==> src/rtl/pgen_pkg.sv <==
// Shared sizing for the pattern generator.
// Assumes: byte-wide patterns and a power-of-two store depth.
package pgen_pkg;
    parameter int unsigned PG_ADDR_W = 8;
    parameter int unsigned PG_DATA_W = 8;
    parameter int unsigned PG_SYNC_STAGES = 2;

    typedef enum logic {
        SRC_INTERNAL = 1'b0,
        SRC_EXTERNAL = 1'b1
    } pg_src_e;
endpackage

==> src/rtl/pgen_edge_sync.sv <==
// Brings an asynchronous clock into the system domain and emits one
// single-cycle pulse per rising edge.
// Assumes: the input stays high and low for at least two system cycles each.
module pgen_edge_sync #(
    parameter int unsigned STAGES = 2
) (
    input  logic clk,
    input  logic rst_n,
    input  logic async_in,
    output logic rise_pulse
);
    localparam int unsigned CHAIN_W = STAGES + 1;

    logic [CHAIN_W-1:0] chain_q;

    // Synchroniser chain followed by one edge-detect history flop.
    always_ff @(posedge clk) begin
        if (!rst_n) begin
            chain_q <= '0;
        end else begin
            chain_q <= {chain_q[CHAIN_W-2:0], async_in};
        end
    end

    // Pulse when the synchronised level is high and its history is low.
    always_comb begin
        rise_pulse = chain_q[STAGES-1] & ~chain_q[STAGES];
    end
endmodule

==> src/rtl/pgen_store.sv <==
// Pattern store: one synchronous write port and one combinational read port.
// Assumes: a read in the same cycle as a write to that location returns old data.
module pgen_store #(
    parameter int unsigned AW = 8,
    parameter int unsigned DW = 8
) (
    input  logic          clk,
    input  logic          wr_en,
    input  logic [AW-1:0] wr_addr,
    input  logic [DW-1:0] wr_data,
    input  logic [AW-1:0] rd_addr,
    output logic [DW-1:0] rd_data
);
    localparam int unsigned DEPTH = 1 << AW;

    logic [DW-1:0] cells [DEPTH];

    // Host write into the addressed cell.
    always_ff @(posedge clk) begin
        if (wr_en) begin
            cells[wr_addr] <= wr_data;
        end
    end

    // Read of the current cell contents.
    always_comb begin
        rd_data = cells[rd_addr];
    end
endmodule

==> src/rtl/pgen_addr_seq.sv <==
// Address register that reloads on an enable edge and counts on ticks.
// Assumes: the address width gives a natural wrap from the top to zero.
module pgen_addr_seq #(
    parameter int unsigned AW = 8
) (
    input  logic          clk,
    input  logic          rst_n,
    input  logic          run_req,
    input  logic          tick,
    input  logic [AW-1:0] start_addr,
    output logic [AW-1:0] next_addr,
    output logic          load,
    output logic [AW-1:0] cur_addr,
    output logic          running
);
    logic [AW-1:0] addr_q;
    logic          run_q;

    // Choose the next address: reload on enable edge, increment on tick.
    always_comb begin
        next_addr = addr_q;
        load      = 1'b0;
        if (run_req && !run_q) begin
            next_addr = start_addr;
            load      = 1'b1;
        end else if (run_req && tick) begin
            next_addr = addr_q + 1'b1;
            load      = 1'b1;
        end
    end

    // Hold the address and the running flag.
    always_ff @(posedge clk) begin
        if (!rst_n) begin
            addr_q <= '0;
            run_q  <= 1'b0;
        end else begin
            run_q <= run_req;
            if (load) begin
                addr_q <= next_addr;
            end
        end
    end

    assign cur_addr = addr_q;
    assign running  = run_q;
endmodule

==> src/rtl/pattern_sequencer.sv <==
// Top level of the pattern generator: host registers, tick source
// selection, address sequencing and the output pattern register.
// Assumes: host inputs are synchronous to clk; only ext_clk is asynchronous.
module pattern_sequencer
    import pgen_pkg::*;
#(
    parameter int unsigned AW = PG_ADDR_W,
    parameter int unsigned DW = PG_DATA_W,
    parameter int unsigned SYNC_STAGES = PG_SYNC_STAGES
) (
    input  logic          clk,
    input  logic          rst_n,
    input  logic          host_wr_en,
    input  logic [AW-1:0] host_wr_addr,
    input  logic [DW-1:0] host_wr_data,
    input  logic          host_start_wr,
    input  logic [AW-1:0] host_start_addr,
    input  logic          host_mode_wr,
    input  logic          host_mode_ext,
    input  logic          gen_en,
    input  logic          ext_clk,
    output logic [DW-1:0] pat_out
);
    logic [AW-1:0] start_q;
    pg_src_e       src_q;
    logic          ext_pulse;
    logic          adv_tick;
    logic [AW-1:0] fetch_addr;
    logic          fetch_load;
    logic [AW-1:0] seq_addr;
    logic          seq_running;
    logic [DW-1:0] fetch_data;
    logic [DW-1:0] out_q;

    // Host-programmed start address and source select.
    always_ff @(posedge clk) begin
        if (!rst_n) begin
            start_q <= '0;
            src_q   <= SRC_INTERNAL;
        end else begin
            if (host_start_wr) begin
                start_q <= host_start_addr;
            end
            if (host_mode_wr) begin
                src_q <= pg_src_e'(host_mode_ext);
            end
        end
    end

    pgen_edge_sync #(
        .STAGES(SYNC_STAGES)
    ) u_ext_sync (
        .clk       (clk),
        .rst_n     (rst_n),
        .async_in  (ext_clk),
        .rise_pulse(ext_pulse)
    );

    // Advance tick: every cycle internally, or one per external edge.
    always_comb begin
        adv_tick = (src_q == SRC_EXTERNAL) ? ext_pulse : 1'b1;
    end

    pgen_addr_seq #(
        .AW(AW)
    ) u_seq (
        .clk       (clk),
        .rst_n     (rst_n),
        .run_req   (gen_en),
        .tick      (adv_tick),
        .start_addr(start_q),
        .next_addr (fetch_addr),
        .load      (fetch_load),
        .cur_addr  (seq_addr),
        .running   (seq_running)
    );

    pgen_store #(
        .AW(AW),
        .DW(DW)
    ) u_store (
        .clk    (clk),
        .wr_en  (host_wr_en),
        .wr_addr(host_wr_addr),
        .wr_data(host_wr_data),
        .rd_addr(fetch_addr),
        .rd_data(fetch_data)
    );

    // Output register, updated whenever a new address is taken.
    always_ff @(posedge clk) begin
        if (!rst_n) begin
            out_q <= '0;
        end else if (fetch_load) begin
            out_q <= fetch_data;
        end
    end

    assign pat_out = out_q;
endmodule

==> config.mk <==
export PLATFORM = sky130hd
export DESIGN_NAME = pattern_sequencer
export DESIGN_NICKNAME = d
export VERILOG_FILES = /design/src/rtl/pgen_pkg.sv /design/src/rtl/pgen_edge_sync.sv /design/src/rtl/pgen_store.sv /design/src/rtl/pgen_addr_seq.sv /design/src/rtl/pattern_sequencer.sv
export SDC_FILE = /design/constraint.sdc
export NUM_CORES = 2
export LEC_CHECK = 0
export CORE_UTILIZATION = 35
export CTS_BUF_LIST = sky130_fd_sc_hd__clkbuf_4
export CTS_CLUSTER_SIZE = 8
export DETAILED_ROUTE_END_ITERATION = 10
export GPL_TIMING_DRIVEN = 1
export PLACE_DENSITY = 0.54
export SYNTH_ARGS = -nofsm -noshare
export SYNTH_HDL_FRONTEND = slang
export SYNTH_HIERARCHICAL = 1
export SYNTH_SLANG_ARGS = --single-unit
==> constraint.sdc <==
create_clock -name clk -period 9.4 [get_ports clk]
set_clock_uncertainty 0.1 [all_clocks]
set_input_delay 1.88 -clock clk [delete_from_list [all_inputs] [get_ports clk]]
set_output_delay 1.88 -clock clk [all_outputs]
set_load 0.02 [all_outputs]
==> results.yml <==
final_layout:
  nets: 4351
  fill_cells: 20600
  final_core_util_pct: 39.9
  drive_gt1_share_pct: 30.7
  syn_to_final_growth_pct: 13.0
grt:
  grt_pass1_wl_mm: 308
  grtUsageTotal_pct: 18.6
  grt_max_degree: 142
  grt_antenna_before_repair: 11
  overflow: 0
  grt_pass1_vias: 42600
pwr:
  total_power_w: 0.0195
  p_per_area_nw_per_um2: 214
  power.leakage_nw: 28.1
  peakVddDrop_v: 0.000126
timing:
  finalCritPeriodShare_pct: 66.7
  setup-tns-final_ps: 0
  min_period_ps: 6270
  slew_headroom_pct: 10.5
  finalSetupViolations: 0
  slew_violations: 0
  rsz0062_at_grt: "no"
  fmax_mhz: 159
  fin_hold_ws_ps: 337
  hold_viol: 0
  worstMarginPinSlew_ps: 1330
synthesis:
  synth_area_sq_um: 80700
  synth_edf_count: 2048
  ys_async_sr_fraction_pct: 0
  yosys_most_used_dff: "edfxtp_1"
  synth_cell_types: 63
  synth_cells: 3858
  syn_area_per_cell_sq_um: 20.9
  syn-num-nets: 3891
  yosys_warnings: 6
  synth-seq-cells: 2077
  seq_area_frac_synth_pct: 76.9
worst_hold_path:
  holdCritPathClass: "reg -> reg"
route:
  ant_nets: 0
  routed_wl_mm: 216
  drc: 0
  avgRoutedWirePerCell_um: 28.2
  drt_iter0_drc: 4202
  vias_per_cell: 5.44
  drt-pass1-iter-count: 6
  vias: 41800
clock_tree:
  cts_htree_levels: 6
  cts.sinks: 2077
  clock_latency_ps: 1370
  post_cts_buffers: 0
  cts_hold_buffers: 0
  cts_buffers: 560
  cts_resized: 0
  cts_buffer_depth: 4
  root_buffer: "clkbuf_4"
  cts_tree: "done"
  clkTransAtPathRegs_ps: 60
critical_path:
  start_kind: "input port"
  cp-end-kind: "flip-flop"
  cp_cell_sequence: "clkdlybuf4s50_1, a21boi_2, buf_4, a2bb2oi_4, buf_12, or2b_1, buf_4, o221ai_1, a21oi_1, nor3_1, nor4_1, nor4_1, mux2i_1, nor2b_1"
  cp_slowest_cell: "nor4_1"
  crit_fanout: 66
  cp_data_arrival_time_ps: 7350
  worst-setup-path-type: "in -> reg"
  crit_required_ps: 10480
  worst_path_largest_cell_delay_ps: 1070
  cp_num_buf_inv: 4
  critPathTopFamily: "simple AND/OR/NAND/NOR gates"
floorplanning:
  initial_core_util_pct: 35.4
  io_pins: 40
  rows: 175
  core-area_sq_um: 228000
  die_h_um: 482
  dieArea_sq_um: 232000
  die_w_um: 482
place:
  place.gp.congestion: 0.826
  portBuffers: 39
  hpwlAfterDp_mm: 129
job:
  cap_violations: 0
run_status:
  outcome: "complete, no violations"
## cells in the final DEF, fill, tap and decap left out, types with 23 or more instances in the layout
master           Yosys  final
buf_4               28     86
nor2_1             289    286
o22ai_1             30     30
nor2b_1             48     45
nand2_1             40     39
dfxtp_1             29     29
mux4_2             454    454
nand3_1             37     31
mux2i_1            151    151
nor3_1              23     23
a22oi_1            133    133
clkbuf_4             0    798
clkdlybuf4s50_1      0     31
a21oi_1            105    100
o221ai_1            46     46
clkinv_1             1     75
edfxtp_1          2048   2048
## worst reg2reg max path, stage by stage (launching register included)
cell       delay, ps
dfxtp_1          330
nor2b_4          130
nand2b_1         340
inv_1            110
a21boi_2         240
buf_4            290
a2bb2oi_4        650
buf_12           400
or2b_1           760
buf_4            360
o221ai_1         180
a21oi_1          210
nor3_1            80
nor4_1          1070
nor4_1           110
mux2i_1          190
nor2b_1           60
## path summary, 6_finish.rpt
check,slack [ps],cells past startpoint,endpoint,start
min reg2reg,340,1,u_ext_sync/chain_q[1],u_ext_sync/chain_q[0]
min,340,1,u_ext_sync/chain_q[1],u_ext_sync/chain_q[0]
max reg2reg,3660,16,pat_out[4],u_ext_sync/chain_q[1]
max,3130,14,pat_out[4],gen_en
## sequential cells by signal, indices dropped and copies added, names as in the netlist
name	flops
u_seq/cur_addr	8
u_seq/running	1
start_q	8
u_ext_sync/chain_q	3
u_store/cells	2048
pat_out	8
src_q	1
## power by group
part           internal [W]  switching, W  total [W]
registers            0.0102     0.0000244     0.0102
clock network       0.00408       0.00358    0.00766
logic              0.000586       0.00101    0.00160
total                0.0149       0.00462     0.0195
## cells in the mapped netlist (34+ instances only)
cell type | n | area share, %
buf_2 | 34 | 0.21
a21oi_1 | 105 | 0.65
nand2_1 | 40 | 0.19
nand3_1 | 37 | 0.23
a22oi_1 | 133 | 1.2
mux4_2 | 454 | 13
clkbuf_1 | 112 | 0.52
nor2_1 | 289 | 1.3
edfxtp_1 | 2048 | 76
mux2i_1 | 151 | 1.9
nor2b_1 | 48 | 0.37
o221ai_1 | 46 | 0.50
## per-stage QoR
| step | std cells | instance area (sq um) | setup WS [ps] |
|---|---|---|---|
| after global routing | 7679 | 91100 | 3000 |
| after CTS | 7667 | 91100 | 3010 |
| after global placement | 6765 | 84500 | 1590 |
| after floorplan | 3858 | 80700 | 4550 |
| after detailed placement | 6765 | 84500 | 1580 |
| final | 7681 | 91100 | 3130 |
## cells by family after synthesis
kind of cell             count (synthesis)  synth area share [%]
flip-flops                            2077                  76.9
multiplexers                           608                  14.6
AND/OR/NAND/NOR                        514                  2.93
AO/OA/AOI/OAI                          409                  3.55
buffers and inverters                  245                  1.88
XOR/XNOR                                 4                0.0434
adder cells (fa/ha/maj)                  1                0.0155
## layout make-up
cell class	count	area, sq um	area share, %
Sequential cell	2077	62100	68.1
Multi-Input combinational cell	1536	17300	19.0
Clock buffer	798	5990	6.57
Tap cell	3009	3760	4.13
Timing Repair Buffer	138	1340	1.47
Clock inverter	104	622	0.682
Antenna cell	14	35.0	0.0384
Inverter	5	18.8	0.0206
## metal layers
metal / track usage (%) / part of all wire [%]
met1: 25.7 / 43
met2: 29.1 / 48
met3: 4.08 / 7.4
met4: 5.83 / 2.2
met5: 0 / 0.0060
(Power assumes the default switching activity.)
